## src/rtl/mmp_pkg.sv

```systemverilog
package mmp_pkg;

    // Outcome of comparing an incoming event with the in-flight stages.
    typedef enum logic [1:0] {
        MRG_NONE   = 2'd0,
        MRG_NEWEST = 2'd1,
        MRG_MIDDLE = 2'd2
    } merge_e;

    // Stage count; also the read latency of the row store.
    localparam int unsigned STAGES = 3;

endpackage

```

## src/rtl/mmp_hazard_detect.sv

```systemverilog
module mmp_hazard_detect
    import mmp_pkg::*;
#(
    parameter int unsigned ROW_W = 6
) (
    input  logic                          ev_valid,
    input  logic [ROW_W-1:0]              ev_row,
    input  logic [STAGES-1:0]             st_en,
    input  logic [STAGES-1:0][ROW_W-1:0]  st_row,
    output merge_e                        merge,
    output logic                          fold_hit
);

    localparam int unsigned NEWEST = STAGES - 1;
    localparam int unsigned MIDDLE = STAGES - 2;

    logic [STAGES-1:0] hit;

    // Only enabled stages may capture a new event.
    genvar g;
    generate
        for (g = 0; g < STAGES; g++) begin : g_cmp
            assign hit[g] = ev_valid && st_en[g] && (st_row[g] == ev_row);
        end
    endgenerate

    // Newest match wins.
    always_comb begin
        if (hit[NEWEST]) begin
            merge = MRG_NEWEST;
        end else if (hit[MIDDLE]) begin
            merge = MRG_MIDDLE;
        end else begin
            merge = MRG_NONE;
        end
    end

    // A match on the committing stage goes through the read path instead.
    assign fold_hit = hit[0];

endmodule

```

## src/rtl/mmp_stage_pipe.sv

```systemverilog
module mmp_stage_pipe
    import mmp_pkg::*;
#(
    parameter int unsigned ROW_W  = 6,
    parameter int unsigned MASK_W = 8
) (
    input  logic                          clk,
    input  logic                          rst_n,
    input  logic                          ev_valid,
    input  logic [ROW_W-1:0]              ev_row,
    input  logic [MASK_W-1:0]             ev_mask,
    input  merge_e                        merge,
    output logic [STAGES-1:0]             st_en,
    output logic [STAGES-1:0][ROW_W-1:0]  st_row,
    output logic [STAGES-1:0][MASK_W-1:0] st_mask
);

    localparam int unsigned NEWEST = STAGES - 1;
    localparam int unsigned MIDDLE = STAGES - 2;

    // Rows and enables shift every cycle.
    always_ff @(posedge clk or negedge rst_n) begin
        if (!rst_n) begin
            st_row <= '0;
            st_en  <= '0;
        end else begin
            st_row[NEWEST] <= ev_row;
            for (int s = 0; s < NEWEST; s++) begin
                st_row[s] <= st_row[s+1];
            end
            for (int s = 0; s < NEWEST; s++) begin
                st_en[s] <= st_en[s+1];
            end
            st_en[NEWEST] <= ev_valid && (merge == MRG_NONE);
        end
    end

    // Masks shift too; a merge ORs the new mask into the matching stage as it moves.
    always_ff @(posedge clk or negedge rst_n) begin
        if (!rst_n) begin
            st_mask <= '0;
        end else begin
            unique case (merge)
                MRG_NEWEST: begin
                    st_mask[NEWEST] <= '0;
                    st_mask[MIDDLE] <= st_mask[NEWEST] | ev_mask;
                    st_mask[0]      <= st_mask[MIDDLE];
                end
                MRG_MIDDLE: begin
                    st_mask[NEWEST] <= '0;
                    st_mask[MIDDLE] <= st_mask[NEWEST];
                    st_mask[0]      <= st_mask[MIDDLE] | ev_mask;
                end
                default: begin
                    st_mask[NEWEST] <= ev_valid ? ev_mask : '0;
                    st_mask[MIDDLE] <= st_mask[NEWEST];
                    st_mask[0]      <= st_mask[MIDDLE];
                end
            endcase
        end
    end

endmodule

```

## src/rtl/mmp_row_store.sv

```systemverilog
module mmp_row_store #(
    parameter int unsigned ROW_W  = 6,
    parameter int unsigned MASK_W = 8,
    parameter int unsigned LAT    = 3
) (
    input  logic              clk,
    input  logic              rst_n,
    input  logic              rd_en,
    input  logic [ROW_W-1:0]  rd_row,
    input  logic              fold_en,
    input  logic [MASK_W-1:0] fold_data,
    output logic [MASK_W-1:0] rd_data,
    input  logic              wr_en,
    input  logic [ROW_W-1:0]  wr_row,
    input  logic [MASK_W-1:0] wr_data,
    input  logic [ROW_W-1:0]  pk_row,
    output logic [MASK_W-1:0] pk_data
);

    localparam int unsigned ROWS = 1 << ROW_W;

    logic [MASK_W-1:0]          cells [ROWS];
    logic [LAT-1:0][MASK_W-1:0] rd_q;

    always_ff @(posedge clk or negedge rst_n) begin
        if (!rst_n) begin
            for (int i = 0; i < ROWS; i++) begin
                cells[i] <= '0;
            end
        end else if (wr_en) begin
            cells[wr_row] <= wr_data;
        end
    end

    // Read-first at the edge: a write to the same row lands one edge late, so the fold supplies it.
    always_ff @(posedge clk or negedge rst_n) begin
        if (!rst_n) begin
            rd_q <= '0;
        end else begin
            rd_q[0] <= rd_en ? (cells[rd_row] | (fold_en ? fold_data : '0)) : '0;
            for (int k = 1; k < LAT; k++) begin
                rd_q[k] <= rd_q[k-1];
            end
        end
    end

    assign rd_data = rd_q[LAT-1];
    assign pk_data = cells[pk_row];

endmodule

```

## src/rtl/mask_merge_pipe.sv

```systemverilog
module mask_merge_pipe
    import mmp_pkg::*;
#(
    parameter int unsigned ROW_W  = 6,
    parameter int unsigned MASK_W = 8
) (
    input  logic              clk,
    input  logic              rst_n,
    input  logic              ev_valid,
    input  logic [ROW_W-1:0]  ev_row,
    input  logic [MASK_W-1:0] ev_mask,
    output logic              cm_valid,
    output logic [ROW_W-1:0]  cm_row,
    output logic [MASK_W-1:0] cm_data,
    input  logic [ROW_W-1:0]  pk_row,
    output logic [MASK_W-1:0] pk_data
);

    merge_e                        merge;
    logic                          fold_hit;
    logic [STAGES-1:0]             st_en;
    logic [STAGES-1:0][ROW_W-1:0]  st_row;
    logic [STAGES-1:0][MASK_W-1:0] st_mask;
    logic [MASK_W-1:0]             rd_data;

    mmp_hazard_detect #(.ROW_W(ROW_W)) u_detect (
        .ev_valid (ev_valid),
        .ev_row   (ev_row),
        .st_en    (st_en),
        .st_row   (st_row),
        .merge    (merge),
        .fold_hit (fold_hit)
    );

    mmp_stage_pipe #(.ROW_W(ROW_W), .MASK_W(MASK_W)) u_stages (
        .clk      (clk),
        .rst_n    (rst_n),
        .ev_valid (ev_valid),
        .ev_row   (ev_row),
        .ev_mask  (ev_mask),
        .merge    (merge),
        .st_en    (st_en),
        .st_row   (st_row),
        .st_mask  (st_mask)
    );

    mmp_row_store #(.ROW_W(ROW_W), .MASK_W(MASK_W), .LAT(STAGES)) u_store (
        .clk       (clk),
        .rst_n     (rst_n),
        .rd_en     (ev_valid),
        .rd_row    (ev_row),
        .fold_en   (fold_hit),
        .fold_data (cm_data),
        .rd_data   (rd_data),
        .wr_en     (cm_valid),
        .wr_row    (cm_row),
        .wr_data   (cm_data),
        .pk_row    (pk_row),
        .pk_data   (pk_data)
    );

    // Oldest stage commits its merged mask over the stored value.
    assign cm_valid = st_en[0];
    assign cm_row   = st_row[0];
    assign cm_data  = st_mask[0] | rd_data;

endmodule

```

## config.mk

```make
export PLATFORM = sky130hd
export DESIGN_NAME = mask_merge_pipe
export DESIGN_NICKNAME = d
export VERILOG_FILES = /design/src/rtl/mmp_pkg.sv /design/src/rtl/mmp_hazard_detect.sv /design/src/rtl/mmp_stage_pipe.sv /design/src/rtl/mmp_row_store.sv /design/src/rtl/mask_merge_pipe.sv
export SDC_FILE = /design/constraint.sdc
export NUM_CORES = 1
export LEC_CHECK = 0
export ABC_AREA = 1
export BUFFER_PORTS_ARGS = -buffer_cell sky130_fd_sc_hd__clkbuf_2
export CAP_MARGIN = 5
export CORE_ASPECT_RATIO = 2
export CORE_MARGIN = 5
export CORE_UTILIZATION = 46
export CTS_CLUSTER_DIAMETER = 120
export DETAILED_ROUTE_END_ITERATION = 8
export GPL_TIMING_DRIVEN = 0
export PLACE_DENSITY_LB_ADDON = 0.05
export SLEW_MARGIN = 10
export SYNTH_ARGS = -nofsm -noshare
export SYNTH_HDL_FRONTEND = slang
export SYNTH_SLANG_ARGS = --single-unit
```

## constraint.sdc

```tcl
create_clock -name clk -period 2.15 [get_ports clk]
set_input_delay 0.1075 -clock clk [delete_from_list [all_inputs] [get_ports clk]]
set_output_delay 0.1075 -clock clk [all_outputs]
set_load 0.02 [all_outputs]
```

==> impl_metrics.py, run 1 <==
metrics = {
    "die": {
        "die_y_um": 378,
        "rows": 134,
        "start_util": 0.465,
        "ios": 46,
        "die_width_um": 194,
    },
    "synth": {
        "synth.yosys.seq_area_share": 0.468,
        "synth_edf_count": 0,
        "avgSynthCellArea_sq_um": 7.21,
        "syn_area_sq_mm": 0.0311,
        "async_flop_share": 1.00,
        "synth_ff_type": "dfrtp_1",
        "ys_ff_latch": 581,
        "syn-num-nets": 4337,
        "synth_cell_types": 33,
        "synth_cells": 4314,
        "yosysWarningCount": 0,
    },
    "clock_network": {
        "clockBufferDepth": 3,
        "root_buffer": "clkbuf_16",
        "cts_made_buffers": 54,
        "cts_sinks": 581,
        "htreeDepth": 2,
    },
    "place": {
        "place_congestion": 1.19,
        "io_buffers": 40,
        "dp_hpwl_um": 162000,
    },
    "outcome": {
        "run_status": "aborted with a tool error",
        "stop_stage": "5_1_grt",
        "tool.error": "[ERROR GRT-0116] Global routing finished with congestion. Check the congestion regions in the DRC Viewer.",
    },
    "grt": {
        "track_usage": 0.667,
        "grt_max_degree": 103,
        "grt-ovfl-total": 1,
        "grt_pass1_wl_um": 338000,
        "grt_pass1_vias": 39200,
    },
}
synthesized netlist by cell type, types with 3 or more instances:
cell type     n  share of area
inv_1       143          0.017
inv_2        13         0.0016
nor3_1        8         0.0013
nor2_1      313          0.038
nand2_1    1332           0.16
buf_4        13         0.0031
o22ai_1      27         0.0054
nor3_2        3        0.00097
nand2_2       3        0.00060
nand4_1      13         0.0026
nor2_2        5         0.0010
xor2_1        4         0.0011
nor2_4       25         0.0091
o21bai_1     16         0.0039
o21ai_0     736           0.12
nand3_1     490          0.079
a21oi_1     241          0.039
clkbuf_1    213          0.026
dfrtp_1     581           0.47
buf_1        40         0.0048
buf_2        78          0.013
nor4_4        3         0.0021
logic make-up after synthesis:
| family | Yosys count | synth area share |
|---|---|---|
| compound gates | 1025 | 0.168 |
| xor+xnor | 5 | 0.00141 |
| buf+inv | 502 | 0.0658 |
| flops | 581 | 0.468 |
| simple gates | 2201 | 0.297 |
repair_timing:
item                                    CTS
hold buffers                             16
endpoints found under the setup margin  527
buffers inserted                         75
pin swaps                                70
endpoints found under the hold margin   242
gates resized for setup                 660
stage by stage:
stage / setup WS [ns] / hold WS, ns / instance area, sq um / util / cells
after floorplan: 0.320 / -0.188 / 31100 / - / 4314
after global placement: -12.74 / 0.229 / 32400 / 0.484 / 5238
after detailed placement: -2.15 / 0.0326 / 32700 / 0.488 / 5248
after CTS: -0.329 / 0.00468 / 37200 / 0.556 / 5438
layer usage:
layer / GRT usage / GRT overflow
met5: 0.115 / 0
met1: 0.654 / 0
met2: 0.877 / 0
met4: 0.697 / 1
met3: 0.458 / 0
==> inputs of run 2 (changes only) <==
--- a/config.mk
+++ b/config.mk
@@ -8,13 +8,11 @@
 export ABC_AREA = 1
 export BUFFER_PORTS_ARGS = -buffer_cell sky130_fd_sc_hd__clkbuf_2
 export CAP_MARGIN = 5
-export CORE_ASPECT_RATIO = 2
 export CORE_MARGIN = 5
-export CORE_UTILIZATION = 46
-export CTS_CLUSTER_DIAMETER = 120
+export CORE_UTILIZATION = 31
 export DETAILED_ROUTE_END_ITERATION = 8
 export GPL_TIMING_DRIVEN = 0
-export PLACE_DENSITY_LB_ADDON = 0.05
+export PLACE_DENSITY_LB_ADDON = 0.15
 export SLEW_MARGIN = 10
 export SYNTH_ARGS = -nofsm -noshare
 export SYNTH_HDL_FRONTEND = slang
==> run 2 against run 1 <==
Area after synthesis stayed put. Synthesized cell count stayed put. The flow now finishes, with violations (negative setup slack).
==> impl_metrics.py, run 2 <==
metrics = {
    "outcome": {
        "run_status": "finished with violations",
        "violations": "negative setup slack",
    },
    "cells_and_area": {
        "largest_reg_flops": 512,
        "final_cell_mix": "nand2_1, o21ai_0, dfrtp_1",
        "area_growth_pct": 24.2,
        "finalNonFillerCells": 5919,
        "drive_gt1_frac": 0.171,
        "nFillCells": 10600,
        "top_register": "u_store.cells",
        "layout.nets": 4576,
        "layout_commonest_cell": "nand2_1",
        "largestRegisters": "u_store.cells: 512 flops, u_stages.st_mask: 24 flops, u_stages.st_row: 18 flops",
    },
    "setup_path": {
        "crit_type": "in -> out",
        "path_buf_inv": 5,
        "reg2reg_slack_ns": -0.04,
        "critPathArrivalTime_ns": 2.39,
        "cp_top_family": "buffers and inverters",
        "path_cells": "buf_4, buf_4, buf_4, buf_4, o21ai_0, o21ai_2, nand2_1, nand2_1, nand2_1, nand3_2, nand3_4, nand2_4, clkbuf_8",
        "crit_required_ns": 2.04,
        "end_kind": "output port",
        "endpoint": "pk_data[1]",
        "cp-start-kind": "primary input",
        "slowest_stage": "buf_4",
        "critPathMaxFanout": 10,
        "cp_common_cell": "buf_4",
        "critical_path_depth": 13,
        "crit_path_start": "pk_row[0]",
        "slowest_delay_ns": 0.29,
        "timing.rr.start": "u_stages.st_mask[1]",
        "r2r_end": "u_store.cells[409]",
        "ff2ff_path_depth": 4,
    },
    "clock_network": {
        "clk_latency_ns": 0.69,
        "clkTransAtPathRegs_ns": 0.06,
        "cts_sinks": 581,
        "root_buffer": "clkbuf_16",
        "clockBufferDepth": 3,
        "htreeDepth": 3,
        "cts_tree": "done",
        "cts_made_buffers": 71,
    },
    "synth": {
        "synth.yosys.seq_area_share": 0.468,
        "synth_ff_type": "dfrtp_1",
        "yosysWarningCount": 0,
        "synth_cells": 4314,
        "yosys.area.top_type_share": 0.468,
        "ys_ff_latch": 581,
        "synth_top_cells_by_count": "nand2_1, o21ai_0, dfrtp_1",
        "yosysTopAreaCell": "dfrtp_1",
        "syn-num-nets": 4337,
        "synth_edf_count": 0,
        "syn_area_sq_mm": 0.0311,
        "avgSynthCellArea_sq_um": 7.21,
        "yosys-top-cells-area": "dfrtp_1, nand2_1, o21ai_0",
        "yosysMostFrequentCell": "nand2_1",
        "synth_cell_types": 33,
        "async_flop_share": 1.00,
    },
    "place": {
        "place_congestion": 1.07,
        "pre_cts_slack_ns": -1.73,
        "io_buffers": 40,
        "dp_hpwl_um": 153000,
        "placed_cells": 5672,
    },
    "die": {
        "die_y_um": 327,
        "die_area_sq_mm": 0.107,
        "coreArea_sq_mm": 0.0999,
        "start_util": 0.311,
        "die_width_um": 327,
        "ios": 46,
        "rows": 116,
    },
    "power": {
        "switching_share": 0.359,
        "power_switching_mw": 12.5,
        "p_seq_frac": 0.399,
        "ir_drop_uv": 561,
        "leakage_nw": 17.2,
        "p_comb_frac": 0.219,
        "power_frac_clock": 0.383,
        "powerDensity_mw_per_mm2": 900,
        "p_int_mw": 22.2,
    },
    "grt": {
        "grt_pass1_vias": 32600,
        "antenna_found_initial": 14,
        "grt_max_degree": 98,
        "grt-ovfl-total": 0,
        "track_usage": 0.394,
        "grt_pass1_wl_um": 286000,
    },
    "timing": {
        "drv_slew": 0,
        "post-route-period-util": 1.16,
        "slew_headroom": 0.121,
        "fin_ws_ns": -0.346,
        "finClkSkew_ns": 0.0349,
        "finalWorstPathRequiredPeriod_ns": 2.50,
        "tightest_slew_ns": 1.32,
        "timing.hold.ws_ns": 0.00835,
        "hold_viol": 0,
        "rsz0062_at_grt": "true",
        "setup_viol": 20,
        "fmax_mhz": 401,
    },
    "detailed_routing": {
        "drtIter0Drc": 5428,
        "viasPerCell": 5.97,
        "wl_per_cell_um": 36.5,
        "dr.pass1.iters": 6,
        "drt-total-wl_um": 216000,
        "dr_total_vias": 35300,
        "drt.antenna.violating_nets": 0,
        "post-route-drc-count": 0,
    },
    "worst_hold_path": {
        "hp-class": "in -> reg",
    },
    "job": {
        "max_cap_viol_count": 0,
    },
}
-- run 2: cell counts after synthesis --
Identical to the previous run, type by type.
-- run 2: logic make-up after synthesis --
logic type | count (synthesis) | synth area share
flip-flops | 581 | 0.468
AND/OR/NAND/NOR | 2201 | 0.297
AO/OA/AOI/OAI | 1025 | 0.168
XOR/XNOR | 5 | 0.00141
buffers and inverters | 502 | 0.0658
-- run 2: stage by stage --
| step | cell area, sq um | utilization | total power [mW] | setup TNS (ns) |
|---|---|---|---|---|
| after floorplan | 31100 | - | 16.6 | 0 |
| after global placement | 32900 | 0.330 | 20.3 | -8542.67 |
| after detailed placement | 33300 | 0.334 | 20.4 | -242.02 |
| after CTS | 37700 | 0.378 | 34.2 | -2.29 |
| after global routing | 38600 | 0.386 | 35.6 | -3.05 |
| final | 38600 | 0.387 | 34.7 | -3.18 |
-- run 2: worst min path at each step --
stage,from,endpoint,depth (start not counted)
6_report,ev_valid,u_store.rd_q[5],4
3_3_place_gp,ev_row[4],u_stages.st_row[16],1
5_1_grt,ev_valid,u_store.rd_q[6],4
4_1_cts,ev_valid,u_store.rd_q[7],4
2_1_floorplan,rst_n,u_stages.st_en[0],0
3_5_place_dp,rst_n,u_store.cells[357],1
-- run 2: what timing repair did --
action,CTS,global route
hold buffers,16,0
gates resized for setup,509,278
pin swaps,50,53
hold endpoints to repair,224,0
buffers inserted,58,40
setup endpoints to repair,531,363
-- run 2: routing by layer --
metal  wire (um)  share of wire  global-route usage
met4       22100           0.10               0.312
met1       82200           0.38               0.501
met5          25        0.00012                   0
met2       85500           0.40               0.548
met3       26400           0.12               0.125
-- run 2: layout make-up --
cell class / count / area, sq um / share of cell area
Timing Repair Buffer: 173 / 1660 / 0.0431
Antenna cell: 11 / 27.5 / 0.000713
Multi-Input combinational cell: 3231 / 15400 / 0.398
Clock inverter: 38 / 528 / 0.0137
Buffer: 337 / 2210 / 0.0572
Tap cell: 1298 / 1620 / 0.0421
Clock buffer: 92 / 1960 / 0.0507
Sequential cell: 581 / 14600 / 0.377
Inverter: 158 / 657 / 0.0170
-- run 2: power by group through the flow --
stage                     sequential, mW  clock, mW  combinational (mW)
final                               13.8       13.3                7.59
after global routing                13.9       13.8                7.88
after CTS                           13.8       13.4                7.05
after detailed placement            13.9          0                6.52
after global placement              13.9          0                6.36
after floorplan                     13.2          0                3.37
-- run 2: worst reg2reg max path, delay by kind of cell, from the launching register on --
| family | cells | cell delay [ns] |
|---|---|---|
| AO/OA/AOI/OAI | 1 | 0.29 |
| flip-flops | 1 | 0.40 |
| AND/OR/NAND/NOR | 1 | 0.18 |
| buffers and inverters | 2 | 1.16 |
No activity file was read; power rests on OpenSTA's default activity.
==> inputs of run 3 (changes only) <==
--- a/config.mk
+++ b/config.mk
@@ -5,7 +5,6 @@
 export SDC_FILE = /design/constraint.sdc
 export NUM_CORES = 1
 export LEC_CHECK = 0
-export ABC_AREA = 1
 export BUFFER_PORTS_ARGS = -buffer_cell sky130_fd_sc_hd__clkbuf_2
 export CAP_MARGIN = 5
 export CORE_MARGIN = 5
@@ -13,7 +12,8 @@
 export DETAILED_ROUTE_END_ITERATION = 8
 export GPL_TIMING_DRIVEN = 0
 export PLACE_DENSITY_LB_ADDON = 0.15
-export SLEW_MARGIN = 10
+export SKIP_LAST_GASP = 1
+export SLEW_MARGIN = 20
 export SYNTH_ARGS = -nofsm -noshare
 export SYNTH_HDL_FRONTEND = slang
 export SYNTH_SLANG_ARGS = --single-unit
==> run 3 against run 2 <==
The run ends with negative hold slack, negative setup slack left. Combinational power down 11%. Non-clock buffer count down 159. First-iteration DRC count is 41% lower. Area after synthesis decreased by 7.7%. Synthesized cell count down 43%. Global-route usage is 15 points lower. Fmax fell by 14%. Die area fell by 7.5%. Count of clock-buffer cells in the layout down 1. Critical endpoint is now pk_data[6].
==> impl_metrics.py, run 3 <==
metrics = {
    "timing": {
        "hold_viol": 167,
        "timing.hold.ws_ns": -0.515,
        "rsz0062_at_grt": "true",
        "slew_headroom": 0.292,
        "fmax_mhz": 346,
        "post-route-period-util": 1.34,
        "finClkSkew_ns": 0.0433,
        "tightest_slew_ns": 1.06,
        "finalWorstPathRequiredPeriod_ns": 2.89,
        "drv_slew": 0,
        "fin_ws_ns": -0.740,
        "setup_viol": 15,
    },
    "synth": {
        "syn-num-nets": 2492,
        "async_flop_share": 1.00,
        "synth_ff_type": "dfrtp_1",
        "synth_cell_types": 41,
        "yosysTopAreaCell": "dfrtp_1",
        "synth_top_cells_by_count": "dfrtp_1, nand2_1, nor2_1",
        "yosysMostFrequentCell": "dfrtp_1",
        "synth_cells": 2469,
        "syn_area_sq_mm": 0.0287,
        "ys_ff_latch": 581,
        "yosysWarningCount": 0,
        "synth.yosys.seq_area_share": 0.507,
        "yosys-top-cells-area": "dfrtp_1, mux4_2, o21ai_0",
        "avgSynthCellArea_sq_um": 11.6,
        "synth_edf_count": 0,
        "yosys.area.top_type_share": 0.507,
    },
    "setup_path": {
        "crit_type": "reg -> out",
        "crit_required_ns": 2.04,
        "critPathArrivalTime_ns": 2.78,
        "crit_path_start": "u_store.cells[230]",
        "r2r_end": "u_store.rd_q[2]",
        "cp_common_cell": "mux4_2",
        "slowest_delay_ns": 0.55,
        "cp-start-kind": "register",
        "end_kind": "output port",
        "critPathMaxFanout": 3,
        "ff2ff_path_depth": 6,
        "timing.rr.start": "u_store.cells[106]",
        "reg2reg_slack_ns": -0.05,
        "endpoint": "pk_data[6]",
        "slowest_stage": "mux4_2",
        "path_cells": "mux4_2, mux4_2, a2bb2oi_1, nand3_1, o21ai_1, clkbuf_2",
    },
    "die": {
        "ios": 46,
        "die_area_sq_mm": 0.0987,
        "die_width_um": 314,
        "rows": 111,
        "start_util": 0.312,
        "coreArea_sq_mm": 0.0918,
        "die_y_um": 314,
    },
    "grt": {
        "grt_pass1_vias": 22700,
        "track_usage": 0.246,
        "antenna_found_initial": 9,
        "grt-ovfl-total": 0,
        "grt_max_degree": 92,
        "grt_pass1_wl_um": 174000,
    },
    "power": {
        "powerDensity_mw_per_mm2": 937,
        "ir_drop_uv": 503,
        "fin_total_pwr_mw": 32.9,
        "leakage_nw": 14.9,
    },
    "detailed_routing": {
        "viasPerCell": 5.75,
        "wl_per_cell_um": 30.9,
        "drt-total-wl_um": 123000,
        "m1WireLength_um": 52200,
        "wl_met2_um": 54300,
        "dr.pass1.iters": 5,
        "highest_layer": "met5",
        "drt.antenna.violating_nets": 0,
        "dr_total_vias": 22900,
        "routed-wl-met3_um": 11900,
        "drtIter0Drc": 3191,
        "post-route-drc-count": 0,
    },
    "worst_hold_path": {
        "hp-class": "in -> async",
    },
    "clock_network": {
        "clkTransAtPathRegs_ns": 0.06,
        "cts_made_buffers": 70,
        "htreeDepth": 3,
        "root_buffer": "clkbuf_16",
        "cts_tree": "done",
        "cts_sinks": 581,
        "clockBufferDepth": 3,
        "clk_latency_ns": 0.65,
        "cts_hold_buf": 14,
    },
    "outcome": {
        "run_status": "finished with violations",
        "violations": "negative hold slack, negative setup slack",
    },
    "cells_and_area": {
        "layout_commonest_cell": "dfrtp_1",
        "multiInputGateArea_sq_mm": 0.0138,
        "drive_gt1_frac": 0.301,
        "finalNonFillerCells": 3975,
        "area_growth_pct": 22.4,
        "nFillCells": 8871,
        "layout.nets": 2697,
        "largest_reg_flops": 512,
        "top_register": "u_store.cells",
        "largestRegisters": "u_store.cells: 512 flops, u_stages.st_mask: 24 flops, u_stages.st_row: 18 flops",
        "final_cell_mix": "dfrtp_1, nand2_1, mux4_2",
        "regArea_sq_mm": 0.0145,
    },
    "place": {
        "placed_cells": 3764,
        "pre_cts_slack_ns": -1.93,
        "place_congestion": 0.990,
        "dp_hpwl_um": 90200,
        "io_buffers": 41,
    },
    "job": {
        "max_cap_viol_count": 0,
    },
}
==> run 3: cell count changes in the layout (fill, tap and decap cells not counted), sizes merged, moves of 18 or more <==
cell,before,now
inv,149,10
nor2,343,309
nand2,1336,309
buf,245,170
mux2i,0,56
nand3,490,9
clkbuf,329,257
a22oi,0,18
o21ai,737,286
mux4,0,283
o22ai,27,7
==> run 3: cell type report <==
type | instances | area share
Tap cell | 1243 | 0.0443
Timing Repair Buffer | 135 | 0.0354
Clock inverter | 37 | 0.0121
Multi-Input combinational cell | 1661 | 0.394
Sequential cell | 581 | 0.415
Inverter | 9 | 0.00107
Buffer | 216 | 0.0426
Antenna cell | 2 | 0.000143
Clock buffer | 91 | 0.0553
==> run 3: what timing repair did <==
action                                 in CTS  in global routing
cloned                                      0                  0
gates resized for setup                   358                121
buffers inserted                           40                 29
endpoints found under the hold margin     103                 73
pin swaps                                  13                 17
setup endpoints to repair                 553                440
==> run 3: report_power, final <==
part | switching, mW | internal (mW) | leakage, nW
registers | 1.31 | 12.5 | 7.60
logic | 3.78 | 2.95 | 6.13
clock network | 5.18 | 7.16 | 1.18
total | 10.3 | 22.6 | 14.9
==> run 3: kinds of logic after synthesis <==
| kind of cell | share of synthesized area |
|---|---|
| compound gates | 0.113 |
| xor+xnor | 0.00550 |
| buf+inv | 0.0344 |
| flops | 0.507 |
| mux | 0.244 |
| simple gates | 0.0962 |
==> run 3: how the worst min path moves through the flow <==
stage | slack [ns] | depth (start not counted) | to
after CTS | -0.50 | 1 | u_store.cells[12]
after detailed placement | 0.19 | 1 | u_store.cells[18]
after floorplan | -0.19 | 0 | u_stages.st_en[0]
after global routing | -0.46 | 1 | u_store.cells[12]
after global placement | 0.24 | 1 | u_stages.st_row[17]
final | -0.52 | 1 | u_store.cells[12]
==> run 3: worst max-delay path: cells and delay by family, from the launching register on <==
family	cells	cell delay, ns
multiplexers	2	1.06
flip-flops	1	0.40
AO/OA/AOI/OAI	2	0.35
buffers and inverters	1	0.25
AND/OR/NAND/NOR	1	0.09
==> run 3: stage by stage <==
step                area (sq um)   util  setup TNS, ns
finish                     35100  0.382          -6.01
global route               35100  0.382          -6.34
CTS                        34600  0.377          -8.60
detailed placement         30700  0.334        -488.72
global placement           30400  0.332       -8099.64
floorplan                  28700      -              0
==> run 3: routing by layer <==
layer | vias up | GRT usage
met3 | 197 | 0.0548
li1 | 9403 | -
met5 | - | 0
met4 | 8 | 0.0895
met2 | 1233 | 0.364
met1 | 12000 | 0.359
